### src/rtl/fsk_pkg.sv
package fsk_pkg;
  typedef enum logic [3:0] {
    T_B_OS, T_B_OM, T_B_AS, T_B_AM,
    T_V_1S, T_V_1M, T_V_2S, T_V_2M,
    T_ECHO_B, T_ECHO_V
  } tone_e;

  localparam int NUM_TONES = 10;

  function automatic longint tone_hz(input int t);
    case (t)
      0: return 1070;  1: return 1270;
      2: return 2025;  3: return 2225;
      4: return 1180;  5: return 980;
      6: return 1850;  7: return 1650;
      8: return 2225;  9: return 2100;
      default: return 0;
    endcase
  endfunction

  // rounded phase step per sample for a tone
  function automatic longint calc_inc(input longint f, input longint clk_hz,
                                      input longint div, input int acc_w);
    return ((f << acc_w) * div + clk_hz / 2) / clk_hz;
  endfunction
endpackage

### src/rtl/fsk_tick_gen.sv
module fsk_tick_gen #(
  parameter int DIV = 46
) (
  input  logic clk_i,
  input  logic rst_ni,
  input  logic en_i,
  output logic tick_o
);
  localparam int CW = (DIV > 1) ? $clog2(DIV) : 1;
  localparam logic [CW-1:0] LAST = CW'(DIV - 1);

  logic [CW-1:0] cnt_q;

  assign tick_o = en_i && (cnt_q == LAST);

  always_ff @(posedge clk_i or negedge rst_ni) begin
    if (!rst_ni)              cnt_q <= '0;
    else if (!en_i)           cnt_q <= '0;
    else if (cnt_q == LAST)   cnt_q <= '0;
    else                      cnt_q <= cnt_q + 1'b1;
  end
endmodule

### src/rtl/fsk_inc_sel.sv
module fsk_inc_sel
  import fsk_pkg::*;
#(
  parameter longint CLK_HZ     = 3579545,
  parameter int     SAMPLE_DIV = 46,
  parameter int     ACC_W      = 24
) (
  input  logic             data_i,
  input  logic             orig_i,
  input  logic             v21_i,
  input  logic             echo_i,
  output logic [ACC_W-1:0] inc_o
);
  logic [ACC_W-1:0] inc_tab [NUM_TONES];

  for (genvar i = 0; i < NUM_TONES; i++) begin : g_inc
    localparam longint STEP = calc_inc(tone_hz(i), CLK_HZ, longint'(SAMPLE_DIV), ACC_W);
    assign inc_tab[i] = STEP[ACC_W-1:0];
  end

  tone_e sel;

  always_comb begin
    if (echo_i) sel = v21_i ? T_ECHO_V : T_ECHO_B;
    else        sel = tone_e'({1'b0, v21_i, ~orig_i, data_i});
    inc_o = inc_tab[sel];
  end
endmodule

### src/rtl/fsk_sine_lut.sv
module fsk_sine_lut #(
  parameter int LUT_AW = 8,
  parameter int OUT_W  = 8
) (
  input  logic [LUT_AW+1:0]        phase_i,
  output logic signed [OUT_W-1:0]  sample_o
);
  localparam int DEPTH = 1 << LUT_AW;
  localparam int FULL  = 4 * DEPTH;
  localparam int PEAK  = (1 << (OUT_W - 1)) - 1;

  typedef logic [OUT_W-2:0] qtab_t [DEPTH];

  // half-step offset makes the quarter fold exact
  function automatic qtab_t build_tab();
    qtab_t t;
    for (int i = 0; i < DEPTH; i++) begin
      real a;
      int  v;
      a = 2.0 * 3.141592653589793 * (real'(i) + 0.5) / real'(FULL);
      v = $rtoi($sin(a) * real'(PEAK) + 0.5);
      t[i] = v[OUT_W-2:0];
    end
    return t;
  endfunction

  localparam qtab_t QTAB = build_tab();

  logic [LUT_AW-1:0] addr;
  logic [OUT_W-2:0]  mag;
  logic signed [OUT_W-1:0] pos;

  always_comb begin
    addr = phase_i[LUT_AW] ? ~phase_i[LUT_AW-1:0] : phase_i[LUT_AW-1:0];
    mag  = QTAB[addr];
    pos  = signed'({1'b0, mag});
    sample_o = phase_i[LUT_AW+1] ? -pos : pos;
  end
endmodule

### src/rtl/fsk_mod.sv
module fsk_mod #(
  parameter longint CLK_HZ     = 3579545,
  parameter int     SAMPLE_DIV = 46,
  parameter int     ACC_W      = 24,
  parameter int     LUT_AW     = 8,
  parameter int     OUT_W      = 8
) (
  input  logic             clk_i,
  input  logic             rst_ni,
  input  logic             tx_data_i,
  input  logic             orig_i,
  input  logic             v21_i,
  input  logic             squelch_i,
  input  logic             echo_i,
  input  logic             loopback_i,
  output logic [OUT_W-1:0] sample_o,
  output logic             valid_o
);
  localparam int PH_W = LUT_AW + 2;

  logic             pwr_dn;
  logic             tick;
  logic [ACC_W-1:0] inc;
  logic [ACC_W-1:0] acc_q;
  logic signed [OUT_W-1:0] lut_val;

  assign pwr_dn = loopback_i & squelch_i;

  fsk_tick_gen #(.DIV(SAMPLE_DIV)) u_tick (
    .clk_i  (clk_i),
    .rst_ni (rst_ni),
    .en_i   (~pwr_dn),
    .tick_o (tick)
  );

  fsk_inc_sel #(.CLK_HZ(CLK_HZ), .SAMPLE_DIV(SAMPLE_DIV), .ACC_W(ACC_W)) u_inc (
    .data_i (tx_data_i),
    .orig_i (orig_i),
    .v21_i  (v21_i),
    .echo_i (echo_i),
    .inc_o  (inc)
  );

  fsk_sine_lut #(.LUT_AW(LUT_AW), .OUT_W(OUT_W)) u_lut (
    .phase_i  (acc_q[ACC_W-1 -: PH_W]),
    .sample_o (lut_val)
  );

  // sample reflects phase before this tick's advance
  always_ff @(posedge clk_i or negedge rst_ni) begin
    if (!rst_ni) begin
      acc_q    <= '0;
      sample_o <= '0;
      valid_o  <= 1'b0;
    end else begin
      valid_o <= tick;
      if (tick) acc_q <= acc_q + inc;
      if (pwr_dn)    sample_o <= '0;
      else if (tick) sample_o <= squelch_i ? '0 : lut_val;
    end
  end
endmodule

### config.mk
export PLATFORM = sky130hd
export DESIGN_NAME = fsk_mod
export DESIGN_NICKNAME = d
export VERILOG_FILES = /design/src/rtl/fsk_pkg.sv /design/src/rtl/fsk_tick_gen.sv /design/src/rtl/fsk_inc_sel.sv /design/src/rtl/fsk_sine_lut.sv /design/src/rtl/fsk_mod.sv
export SDC_FILE = /design/constraint.sdc
export NUM_CORES = 1
export LEC_CHECK = 0
export ABC_AREA = 0
export BUFFER_PORTS_ARGS = -buffer_cell sky130_fd_sc_hd__buf_4
export CORE_MARGIN = 8
export CORE_UTILIZATION = 46
export DETAILED_ROUTE_END_ITERATION = 10
export SETUP_SLACK_MARGIN = 0.2
export SYNTH_ARGS = -nofsm -noshare
export SYNTH_HDL_FRONTEND = slang
export SYNTH_SLANG_ARGS = --single-unit
### constraint.sdc
create_clock -name clk_i -period 5.1 [get_ports clk_i]
set_input_delay 0.51 -clock clk_i [delete_from_list [all_inputs] [get_ports clk_i]]
set_output_delay 0.51 -clock clk_i [all_outputs]
set_load 0.01 [all_outputs]
==> impl_metrics.json <==
{
  "post_cts_hold_buffer_count": 0,
  "yosysWarningCount": 0,
  "critical_path_class": "reg2reg",
  "clock.fmax_ghz": 0.259,
  "num_io_pins": 17,
  "detail_route.first_pass.iterations": 5,
  "effective_utilization_at_floorplan_pct": 47.4,
  "cap_viol_max_count": 0,
  "cts_tree": "done",
  "pwr_density_cell_nw_per_um2": 143,
  "gr-usage-all-layers_pct": 21.8,
  "insertedDiodeCount": 0,
  "max_slew.worst_pin.slew_ns": 1.10,
  "drive_gt1_share_pct": 8.06,
  "ir_drop_v": 0.000267,
  "critical_path.endpoint_type": "flop",
  "post_synth_edffs": 0,
  "finalSetupViolations": 0,
  "timing.final.hold_violations": 0,
  "final_cell_mix": "sky130_fd_sc_hd__a21oi_1 (69), sky130_fd_sc_hd__nand2_1 (66), sky130_fd_sc_hd__o21ai_0 (63)",
  "port-buffer-count": 16,
  "timing.critical_path.required_ns": 5.28,
  "worstSetupStartpointType": "flop",
  "p_leak_nw": 2.37,
  "run_status": "finished, final reports clean",
  "grt_antenna_before_repair": 0,
  "synth_cell_type_count": 81,
  "grt_pass1_vias": 5391,
  "yosys_most_used_dff": "sky130_fd_sc_hd__dfrtp_1",
  "clock_tree.htree_level_count": 2,
  "synth_area_per_cell_um2": 7.28,
  "grt.overflow.total": 0,
  "crit_buf_inv": 1,
  "layout.cells.most_common": "sky130_fd_sc_hd__a21oi_1",
  "number_of_clock_sinks": 39,
  "grt_max_degree": 75,
  "die_h_um": 125,
  "layout_min_cycle_time_ns": 3.86,
  "drtIter0Drc": 719,
  "first_pass_grt_wire_length_um": 28400,
  "drt-total-wl_um": 17900,
  "final_core_utilization_pct": 49.2,
  "clock-skew-final_ns": 0.00804,
  "antenna_violating_nets_post_route": 0,
  "finalMaxSlewViolations": 0,
  "worst_ep_arrival_time_ns": 4.04,
  "tns_ns": 0,
  "num_rows": 39,
  "dieArea_um2": 15500,
  "postCtsResizedCells": 0,
  "clkLatencyLatePin_ns": 0.29,
  "path_cells": "xor2_1, inv_1, ha_1, nor2_1, a211oi_1, a2111oi_0, o22ai_1, and3_1, o311ai_2, ha_1, a21oi_1, xnor2_1, a22o_1",
  "clock_tree.buffer_depth": 2,
  "wire_per_inst_um": 20.7,
  "rsz0062_at_grt": "false",
  "detailedPlacementHpwl_um": 12700,
  "fin_total_pwr_mw": 0.809,
  "critPathSlowestCell": "sky130_fd_sc_hd__o311ai_2",
  "synthesis.area_um2": 5430,
  "critical-path-top-delay-family": "compound AO/OA/AOI/OAI gates",
  "crit_fanout": 17,
  "synthesis.instances": 746,
  "place.gp.congestion": 0.995,
  "clk_pin_slew_ns": 0.06,
  "holdCritPathClass": "in2async",
  "ys_seq_area_share_pct": 18.0,
  "synth_seq_cells": 39,
  "cts-buffers-inserted": 5,
  "vias_per_cell": 6.64,
  "synth.net_count": 790,
  "route.vias.total": 5733,
  "async_reset_ff_share_pct": 100,
  "die_w_um": 125,
  "post-cts-setup-buffers": 0,
  "clockRootBuffer": "sky130_fd_sc_hd__clkbuf_16",
  "nets": 763,
  "post_route_cell_area_um2": 5640,
  "num-fill-cells": 1135,
  "areaGrowthSynthToFinish_pct": 3.82,
  "worst_slew_margin_rel_pct": 26.8,
  "worst_path_most_repeated_cell": "sky130_fd_sc_hd__ha_1",
  "dpl_cell_area_um2": 5460,
  "fin_crit_sh_pct": 75.7,
  "floorplan.core_area_um2": 11500,
  "timing.critical_path.slowest_cell_delay_ns": 0.57,
  "drcViolationCount": 0
}
[per-stage QoR]
step	hold WS, ns	instances	setup WS [ns]
2_1_floorplan	0.214	746	1.33
3_3_place_gp	0.465	855	1.15
3_5_place_dp	0.476	855	1.11
4_1_cts	0.213	863	1.33
5_1_grt	0.239	863	1.06
6_report	0.192	863	1.24
[worst reg2reg max path: stages, from the launching register on]
cell and delay, ns:
sky130_fd_sc_hd__dfrtp_2 0.43, sky130_fd_sc_hd__xor2_1 0.27, sky130_fd_sc_hd__inv_1 0.11, sky130_fd_sc_hd__ha_1 0.48, sky130_fd_sc_hd__nor2_1 0.30, sky130_fd_sc_hd__a211oi_1 0.09, sky130_fd_sc_hd__a2111oi_0 0.40, sky130_fd_sc_hd__o22ai_1 0.14
sky130_fd_sc_hd__and3_1 0.19, sky130_fd_sc_hd__o311ai_2 0.57, sky130_fd_sc_hd__ha_1 0.30, sky130_fd_sc_hd__a21oi_1 0.10, sky130_fd_sc_hd__xnor2_1 0.15, sky130_fd_sc_hd__a22o_1 0.21
[where the power goes]
group,leakage (nW),switching [mW],internal [mW]
Sequential,0.519,0.0129,0.321
Clock,0.0875,0.128,0.246
Combinational,1.77,0.0596,0.0413
[logic make-up after synthesis]
family,Yosys count,synth area share [%]
simple gates,256,23.5
compound gates,275,33.6
mux,9,1.68
xor+xnor,35,5.65
fa+ha+maj,36,8.43
buf+inv,96,9.17
flops,39,18.0
[cell usage after synthesis, drive strengths merged (4+ instances only)]
library cell,n,area [um^2]
a31oi,7,43.8
nor3b,5,37.5
o211ai,8,60.1
xnor2,19,166
ha,35,438
a221o,4,40.0
o21ai,72,360
o22ai,21,131
a21oi,70,354
mux2i,8,80.1
nand3,16,80.1
or2,10,62.6
clkbuf,17,63.8
a211oi,9,67.6
nor2b,16,100
nor2,61,236
nor3,24,120
o221ai,9,78.8
dfrtp,39,976
a21o,9,67.6
buf,47,314
and3,7,43.8
nand4,7,43.8
o31ai,6,45.0
a221oi,7,67.6
nand2b,29,181
nand2,66,248
xor2,16,140
and2,5,31.3
nor4,4,25.0
inv,31,116
[worst paths after layout]
kind	from	endpoint	slack, ns	cells past startpoint
max in group asynchronous	rst_ni	acc_q[16]	4.52	1
setup reg to reg	acc_q[22]	sample_o[4]	1.24	13
min in group clk_i	sample_o[7]	sample_o[7]	0.49	2
hold reg to reg	sample_o[7]	sample_o[7]	0.49	2
hold / removal	rst_ni	u_tick.cnt_q[4]	0.19	1
setup / recovery	acc_q[22]	sample_o[4]	1.24	13
[registers in the layout (all words and copies together) (netlist names)]
register	flops
acc_q	24
u_tick.cnt_q	6
sample_o	8
valid_o	1
[per-layer routing]
metal	part of all wire, %	vias up	track usage [%]
met2	46	307	34.5
met1	41	2657	27.2
met4	5.9	0	15.2
met3	7.7	80	2.26
li1	-	2689	-
met5	0	-	0
[final cells by class]
cell class / count / area, um^2 / area share [%]
Inverter: 32 / 120 / 2.13
Sequential cell: 39 / 980 / 17.4
Clock buffer: 6 / 139 / 2.46
Timing Repair Buffer: 30 / 225 / 3.99
Clock inverter: 2 / 38.8 / 0.688
Multi-Input combinational cell: 611 / 3960 / 70.2
Tap cell: 143 / 179 / 3.17
No activity file was read; power rests on OpenSTA's default activity.
